==> config.mk <==
export PLATFORM = sky130hd
export DESIGN_NAME = m68k_pin_glue
export DESIGN_NICKNAME = d
export VERILOG_FILES = /design/src/rtl/m68kg_pkg.sv /design/src/rtl/m68kg_sync.sv /design/src/rtl/m68kg_rst_bridge.sv /design/src/rtl/m68kg_bus_drive.sv /design/src/rtl/m68k_pin_glue.sv
export SDC_FILE = /design/constraint.sdc
export NUM_CORES = 1
export LEC_CHECK = 0
export BUFFER_PORTS_ARGS = -buffer_cell sky130_fd_sc_hd__buf_2
export CAP_MARGIN = 20
export CORE_ASPECT_RATIO = 0.9
export CORE_MARGIN = 10
export CORE_UTILIZATION = 43
export CTS_CLUSTER_DIAMETER = 60
export DETAILED_ROUTE_END_ITERATION = 12
export HOLD_SLACK_MARGIN = 0.06
export PLACE_DENSITY = 0.89
export SETUP_SLACK_MARGIN = 0.1
export SYNTH_ARGS = -nofsm -noshare
export SYNTH_HDL_FRONTEND = slang
export SYNTH_SLANG_ARGS = --single-unit
==> constraint.sdc <==
create_clock -name clk -period 1.51 [get_ports clk]
set_input_delay 0.0755 -clock clk [delete_from_list [all_inputs] [get_ports clk]]
set_output_delay 0.0755 -clock clk [all_outputs]
set_load 0.1 [all_outputs]
==> src/rtl/m68kg_pkg.sv <==
package m68kg_pkg;

  typedef logic [2:0] fc_t;

  localparam fc_t FC_CPU_SPACE = 3'b111;

  // Normal cycles: bit2 = supervisor, bit1 = program fetch, bit0 = data access.
  function automatic fc_t fc_encode(input logic super_st, input logic fetch, input logic intack);
    fc_t f;
    if (intack) f = FC_CPU_SPACE;
    else        f = {super_st, fetch, ~fetch};
    return f;
  endfunction

endpackage

==> src/rtl/m68kg_sync.sv <==
module m68kg_sync #(
  parameter int          W       = 1,
  parameter int          STAGES  = 2,
  parameter logic [W-1:0] RST_VAL = '0
) (
  input  logic         clk,
  input  logic         rst,
  input  logic [W-1:0] d,
  output logic [W-1:0] q
);

  logic [W-1:0] stage_q [STAGES];

  for (genvar i = 0; i < STAGES; i++) begin : g_stage
    if (i == 0) begin : g_first
      always_ff @(posedge clk) begin
        if (rst) stage_q[i] <= RST_VAL;
        else     stage_q[i] <= d;
      end
    end else begin : g_next
      always_ff @(posedge clk) begin
        if (rst) stage_q[i] <= RST_VAL;
        else     stage_q[i] <= stage_q[i-1];
      end
    end
  end

  assign q = stage_q[STAGES-1];

endmodule

==> src/rtl/m68kg_rst_bridge.sv <==
module m68kg_rst_bridge #(
  parameter int STAGES = 2
) (
  input  logic clk,
  input  logic rst_pin_n,
  input  logic core_reset_req,
  output logic core_rst,
  output logic pin_drive
);

  logic             drive_q;
  logic             drive_hold;
  logic             ext_low;
  logic [STAGES-1:0] rst_chain;

  // Own pull-down is masked for the drive cycle and one more, covering the release edge.
  assign ext_low = ~rst_pin_n & ~(drive_q | drive_hold);

  always_ff @(posedge clk or posedge ext_low) begin
    if (ext_low) rst_chain <= '1;
    else         rst_chain <= {rst_chain[STAGES-2:0], 1'b0};
  end

  assign core_rst = rst_chain[STAGES-1];

  always_ff @(posedge clk) begin
    if (core_rst) begin
      drive_q    <= 1'b0;
      drive_hold <= 1'b0;
    end else begin
      drive_q    <= core_reset_req;
      drive_hold <= drive_q;
    end
  end

  assign pin_drive = drive_q;

  AST_PIN_DRIVE_ON_REQ: assert property (@(posedge clk) disable iff (core_rst)
    drive_q |-> $past(core_reset_req));

  AST_NO_SELF_RESET: assert property (@(posedge clk) disable iff (core_rst)
    drive_q |=> !core_rst);

endmodule

==> src/rtl/m68kg_bus_drive.sv <==
module m68kg_bus_drive
  import m68kg_pkg::*;
#(
  parameter int ADDR_W = 23,
  parameter int DATA_W = 16
) (
  input  logic              clk,
  input  logic              core_rst,
  input  logic              core_as,
  input  logic              core_uds,
  input  logic              core_lds,
  input  logic              core_rw,
  input  logic [ADDR_W-1:0] core_addr,
  input  logic [DATA_W-1:0] core_wdata,
  input  logic              core_drive_data,
  input  logic              core_super,
  input  logic              core_fetch,
  input  logic              core_intack,
  output logic [ADDR_W-1:0] addr_pin,
  output logic [DATA_W-1:0] data_pin,
  output logic              data_oe,
  output logic              as_n,
  output logic              uds_n,
  output logic              lds_n,
  output logic              rw_n,
  output fc_t               fc_pin,
  output logic              bus_oe
);

  always_ff @(posedge clk) begin
    if (core_rst) begin
      addr_pin <= '0;
      data_pin <= '0;
      data_oe  <= 1'b0;
      as_n     <= 1'b1;
      uds_n    <= 1'b1;
      lds_n    <= 1'b1;
      rw_n     <= 1'b1;
      fc_pin   <= '0;
      bus_oe   <= 1'b0;
    end else begin
      addr_pin <= core_addr;
      data_pin <= core_wdata;
      data_oe  <= core_drive_data;
      as_n     <= ~core_as;
      uds_n    <= ~core_uds;
      lds_n    <= ~core_lds;
      rw_n     <= core_rw;
      fc_pin   <= fc_encode(core_super, core_fetch, core_intack);
      bus_oe   <= 1'b1;
    end
  end

  AST_QUIET_IN_RESET: assert property (@(posedge clk)
    core_rst |=> (!bus_oe && !data_oe && as_n && uds_n && lds_n && rw_n));

  AST_INTACK_CPU_SPACE: assert property (@(posedge clk) disable iff (core_rst)
    core_intack |=> (fc_pin == FC_CPU_SPACE));

  AST_DATA_OE_FOLLOWS: assert property (@(posedge clk) disable iff (core_rst)
    data_oe |-> $past(core_drive_data));

endmodule

==> src/rtl/m68k_pin_glue.sv <==
module m68k_pin_glue
  import m68kg_pkg::*;
#(
  parameter int ADDR_W      = 23,
  parameter int DATA_W      = 16,
  parameter int SYNC_STAGES = 2
) (
  input  logic              clk,
  input  logic              rst_pin_n,
  input  logic              dtack_n,
  input  logic [2:0]        ipl_n,
  input  logic              core_reset_req,
  input  logic              core_as,
  input  logic              core_uds,
  input  logic              core_lds,
  input  logic              core_rw,
  input  logic [ADDR_W-1:0] core_addr,
  input  logic [DATA_W-1:0] core_wdata,
  input  logic              core_drive_data,
  input  logic              core_super,
  input  logic              core_fetch,
  input  logic              core_intack,
  output logic              core_reset,
  output logic              core_dtack,
  output logic [2:0]        core_ipl_n,
  output logic              reset_pin_oe,
  output logic [ADDR_W-1:0] addr_pin,
  output logic [DATA_W-1:0] data_pin,
  output logic              data_oe,
  output logic              as_n,
  output logic              uds_n,
  output logic              lds_n,
  output logic              rw_n,
  output logic [2:0]        fc_pin,
  output logic              bus_oe
);

  localparam int IPL_W = 3;

  logic rst_int;
  logic dtack_n_s;

  m68kg_rst_bridge #(.STAGES(SYNC_STAGES)) u_rst (
    .clk            (clk),
    .rst_pin_n      (rst_pin_n),
    .core_reset_req (core_reset_req),
    .core_rst       (rst_int),
    .pin_drive      (reset_pin_oe)
  );

  m68kg_sync #(.W(1), .STAGES(SYNC_STAGES), .RST_VAL(1'b1)) u_dtack_sync (
    .clk (clk),
    .rst (rst_int),
    .d   (dtack_n),
    .q   (dtack_n_s)
  );

  m68kg_sync #(.W(IPL_W), .STAGES(SYNC_STAGES), .RST_VAL({IPL_W{1'b1}})) u_ipl_sync (
    .clk (clk),
    .rst (rst_int),
    .d   (ipl_n),
    .q   (core_ipl_n)
  );

  assign core_dtack = ~dtack_n_s;
  assign core_reset = rst_int;

  m68kg_bus_drive #(.ADDR_W(ADDR_W), .DATA_W(DATA_W)) u_bus (
    .clk             (clk),
    .core_rst        (rst_int),
    .core_as         (core_as),
    .core_uds        (core_uds),
    .core_lds        (core_lds),
    .core_rw         (core_rw),
    .core_addr       (core_addr),
    .core_wdata      (core_wdata),
    .core_drive_data (core_drive_data),
    .core_super      (core_super),
    .core_fetch      (core_fetch),
    .core_intack     (core_intack),
    .addr_pin        (addr_pin),
    .data_pin        (data_pin),
    .data_oe         (data_oe),
    .as_n            (as_n),
    .uds_n           (uds_n),
    .lds_n           (lds_n),
    .rw_n            (rw_n),
    .fc_pin          (fc_pin),
    .bus_oe          (bus_oe)
  );

  AST_RESET_RELEASES_PIN: assert property (@(posedge clk)
    rst_int |=> !reset_pin_oe);

  AST_DTACK_IDLE_IN_RESET: assert property (@(posedge clk)
    rst_int |=> !core_dtack || !rst_int);

endmodule

After elaboration in Yosys (flattened, before gate mapping)
Memory sizes are Yosys's and may differ from the RTL's.
Cells that the tools add are included.
{ "word_totals": {"rom_bits": 0, "mem_bits_rw": 8, "memories": 2, "ff_bits": 52, "elab_cells": 35, "latch_bits": 0, "in_bits": 54, "out_inout_bits": 54} }
{ "memory_table": {"columns": ["memory", "words", "width", "read_ports", "rd_clocked_by_memory_dff", "write_ports", "line", "rtl"], "rows": [
  ["u_ipl_sync.stage_q", 2, 3, 2, 0, 2, "m68kg_sync.sv:12", "logic [W-1:0] stage_q [STAGES];"],
  ["u_dtack_sync.stage_q", 2, 1, 2, 0, 2, "m68kg_sync.sv:12", null]
]} }
{ "classes": {"muxes": 8, "mul": 0, "shift": 0, "n_bitwise": 13, "add_sub_neg": 0, "order_cmp": 0, "n_div": 0, "eq_ne": 0, "n_reduce_logical": 0} }
{ "op_table": {"columns": ["cell", "n"], "rows": [
  ["$mux 3", 3],
  ["$not 1->1", 7],
  ["$mux 1", 5],
  ["$or 1x1->1", 5],
  ["$and 1x1->1", 1]
]} }

Depth between registers and ports, before layout
{ "logic_depth": {"depth_word": 3, "mapped_depth": 4, "depth_no_buf": 2} }

Modules after synthesis
Synthesis repeated with hierarchy kept, for this count alone.
{ "hier_totals": {"cells_unflattened": 128, "hier_area_um2": 1611.5} }
{ "by_module_without_submodules": {"columns": ["module", "n_inst", "seq_area_each_um2", "area_each_um2", "cells_per_inst"], "rows": [
  ["m68kg_bus_drive", 1, 960.9, 1282.5, 103],
  ["m68kg_sync (u_ipl_sync)", 1, 120.1, 157.7, 12],
  ["m68kg_rst_bridge", 1, 92.6, 115.1, 8],
  ["m68kg_sync (u_dtack_sync)", 1, 40.0, 52.6, 4],
  ["m68k_pin_glue", 1, 0.0, 3.8, 1]
]} }

Worst setup path before layout
OpenSTA, ideal clock, no wires.
{ "synth_timing": {"kind": "register to register", "startpoint": "reg u_rst.rst_chain[1]", "endpoint": "reg u_rst.drive_hold", "stages_incl_launch_ff": 4, "required_ns": 1.392, "arrival_time_ns": 1.272, "n_path_buf": 2, "path_slack_ns": 0.120, "synth_period_minus_slack_ns": 1.390, "setup_time_ns": 0.118, "cell_sequence": "dfstp_2 buf_6 buf_2 nor2b_1"} }
{ "synth_lines": {"columns": ["item", "line", "rtl"], "rows": [
  ["start: declaration", "m68kg_rst_bridge.sv:14", "logic [STAGES-1:0] rst_chain;"],
  ["start signal: assignment", "m68kg_rst_bridge.sv:21", "else rst_chain <= {rst_chain[STAGES-2:0], 1'b0};"],
  ["end signal: assignment", "m68kg_rst_bridge.sv:32", "drive_hold <= drive_q;"],
  ["end: declaration", "m68kg_rst_bridge.sv:12", "logic drive_hold;"]
]} }
No word-level cell between the ends.

Worst setup path in the final report
{ "layout_timing": {"startpoint": "reg u_rst.rst_chain[1]", "endpoint": "out core_reset"} }
{ "layout_lines": {"columns": ["item", "line", "rtl"], "rows": [
  ["end: declaration", "m68k_pin_glue.sv:23", "output logic core_reset,"]
]} }
No word-level cell between the ends.

==> flow_summary.yaml <==
critical_path:
  cp_max_fo: 21
  max_stage_delay_ns: 0.58
  cpMaxStageDelayCell: "dfstp_2"
  rrSetupSlack_ns: 0.54
  cp-end-kind: "output port"
  critPathTopFamily: "flip-flops"
  cp.required_ns: 1.43
  crit_chain: "buf_12 -> buf_12"
  start_kind: "flop"
  reg2reg_depth: 2
  cp_common_cell: "buf_12"
  crit_arrival_ns: 1.26
  worstReg2RegStart: "u_rst.rst_chain[1]$_DFF_PP1_"
  rr_endpoint: "u_bus.addr_pin[12]$_SDFF_PP0_"
  crit_buf_inv: 2
  startpoint: "u_rst.rst_chain[1]$_DFF_PP1_"
  critPathKind: "reg2out"
global_route:
  grtUsageTotal_pct: 15.70
  grt_pass1_vias: 1714
  use_met3_pct: 9.804
  overflow: 0
  use_met2_pct: 29.64
  grt_max_degree: 43
  grt_pass1_wl_mm: 8.128
  top_usage_layer: "met2"
  use_met1_pct: 11.97
  antenna_found_initial: 0
timing:
  setup_tns_ns: 0
  fin_crit_ns: 1.337
  finalSetupViolations: 0
  finalHoldViolations: 0
  period_share_pct: 88.57
  max_freq_ghz: 0.7478
  skew_ns: 0.005406
  rsz0062_at_grt: "false"
  slew_viol_final: 0
yosys:
  syn_nets: 184
  ys_seq_elements: 60
  ys_warn_count: 0
  syn_avg_cell_area_sq_um: 12.57
  synth_cell_types: 12
  synth_area_sq_mm: 0.001634
  synthCells: 130
  yosysSeqAreaShare_pct: 74.27
worst_hold_path:
  hold_path.class: "reg2async"
clocking:
  cts_sinks: 60
  clock_latency_ns: 0.33
  cts_tree: "yes"
  cts_setup_buffers: 0
  htreeDepth: 3
  root_buffer: "clkbuf_8"
  clk_pin_slew_ns: 0.06
  cts_buffers: 9
  cts_resized: 0
  cts_buffer_depth: 2
detailed_routing:
  vias: 1485
  avgViaCountPerCell: 4.255
  first_pass_iters: 4
  drtIter0Drc: 34
  ant_nets: 0
  post_drt_wl_per_cell_um: 14.97
  drt-total-wl_mm: 5.226
  drc: 0
floorplan:
  die_h_um: 78.48
  num_rows: 21
  coreArea_sq_mm: 0.003705
  initial_core_util_pct: 44.11
  dieArea_sq_mm: 0.006669
  io_pins: 108
  die_w_um: 84.98
power_and_ir_drop:
  leakage_nw: 1.451
  peakVddDrop_mv: 0.9542
  p_per_area_mw_per_mm2: 1297
final_layout:
  fillerInstances: 228
  drive_gt1_share_pct: 41.25
  areaGrowthSynthToFinish_pct: 80.86
  fin_nets: 353
  final_common_cell: "buf_2"
  diodes: 0
  fin_util_pct: 79.77
  final_cell_mix: "buf_2 (106), dfxtp_1 (58), dlygate4sd3_1 (54)"
place:
  port_buffers: 107
  gp_congestion: 0.7119
  hpwl_mm: 3.150
job:
  max_cap_violations: 0
outcome:
  status: "finished clean"
[final cells by class]
| class | instances | area (sq um) | share of cell area [%] |
|---|---|---|---|
| clock inverters | 2 | 10.01 | 0.3387 |
| well taps | 46 | 57.56 | 1.948 |
| flip-flops and latches | 60 | 1214 | 41.07 |
| inverters | 3 | 11.26 | 0.3810 |
| repair buffers | 164 | 1144 | 38.70 |
| clock buffers | 13 | 158.9 | 5.377 |
| multi-input cells | 61 | 360.3 | 12.19 |
[cells by family (layout without fill, tap and decap cells)]
| logic type | Yosys count | after routing | share of synthesized area [%] |
|---|---|---|---|
| other | 1 | 1 | 0.2295 |
| buffers and inverters | 9 | 182 | 3.675 |
| DFF | 60 | 60 | 74.27 |
| and+or+nand+nor | 59 | 59 | 21.52 |
| AOI/OAI and AO/OA | 1 | 1 | 0.3060 |
[routing by layer]
| layer | routed length (um) | up-vias |
|---|---|---|
| li1 | - | 722 |
| met1 | 1666 | 682 |
| met2 | 2844 | 67 |
| met3 | 588 | 14 |
| met4 | 127 | 0 |
| met5 | 0 | - |
[state kept, by name, indices dropped and copies added, names as in the netlist]
register	flops
u_bus.addr_pin	23
u_bus.as_n	1
u_rst.pin_drive	1
u_bus.bus_oe	1
u_dtack_sync.stage_q	2
u_bus.data_pin	16
u_ipl_sync.stage_q	6
u_rst.drive_hold	1
u_bus.fc_pin	3
u_bus.data_oe	1
u_rst.rst_chain	2
u_bus.lds_n	1
u_bus.rw_n	1
u_bus.uds_n	1
[per-stage QoR]
stage / power [mW] / instances / hold slack, ns / instance area (sq um) / setup slack (ns)
floorplan: 2.360 / 130 / 0.03311 / 1634 / 0.1203
global placement: 2.508 / 279 / 0.1244 / 2221 / 0.4998
detailed placement: 2.521 / 279 / 0.1265 / 2221 / 0.4926
CTS: 3.849 / 348 / 0.2755 / 2930 / 0.1167
global route: 3.973 / 349 / 0.2871 / 2955 / 0.1280
finish: 3.834 / 349 / 0.2634 / 2955 / 0.1727
[timing repair]
item,CTS,global route
hold endpoints to repair,54,0
endpoints found under the setup margin,0,1
hold buffers,54,0
[Yosys cell counts]
| cell | instances | area share [%] |
|---|---|---|
| a21oi_1 | 1 | 0.31 |
| buf_2 | 3 | 0.92 |
| buf_6 | 3 | 2.1 |
| conb_1 | 1 | 0.23 |
| dfstp_2 | 2 | 3.2 |
| dfxtp_1 | 58 | 71 |
| inv_1 | 3 | 0.69 |
| nand2_1 | 3 | 0.69 |
| nor2_1 | 4 | 0.92 |
| nor2b_1 | 42 | 16 |
| or2_1 | 9 | 3.4 |
| or3_1 | 1 | 0.38 |
[power by group]
| group | leakage (nW) | switching [mW] | internal [mW] |
|---|---|---|---|
| Sequential | 0.505 | 0.0220 | 1.67 |
| Combinational | 0.857 | 0.674 | 0.241 |
| Clock | 0.0893 | 0.554 | 0.671 |
| Total | 1.45 | 1.25 | 2.58 |
[worst max-delay path by stage]
| stage | to | slack [ns] | depth (start not counted) |
|---|---|---|---|
| final | core_reset | 0.17 | 2 |
| after global routing | core_reset | 0.13 | 2 |
| after CTS | core_reset | 0.12 | 2 |
| after detailed placement | core_reset | 0.49 | 2 |
| after global placement | core_reset | 0.50 | 2 |
| after floorplan | u_rst.drive_hold$_SDFF_PP0_ | 0.12 | 3 |
Power figures use the tool's default switching activity.
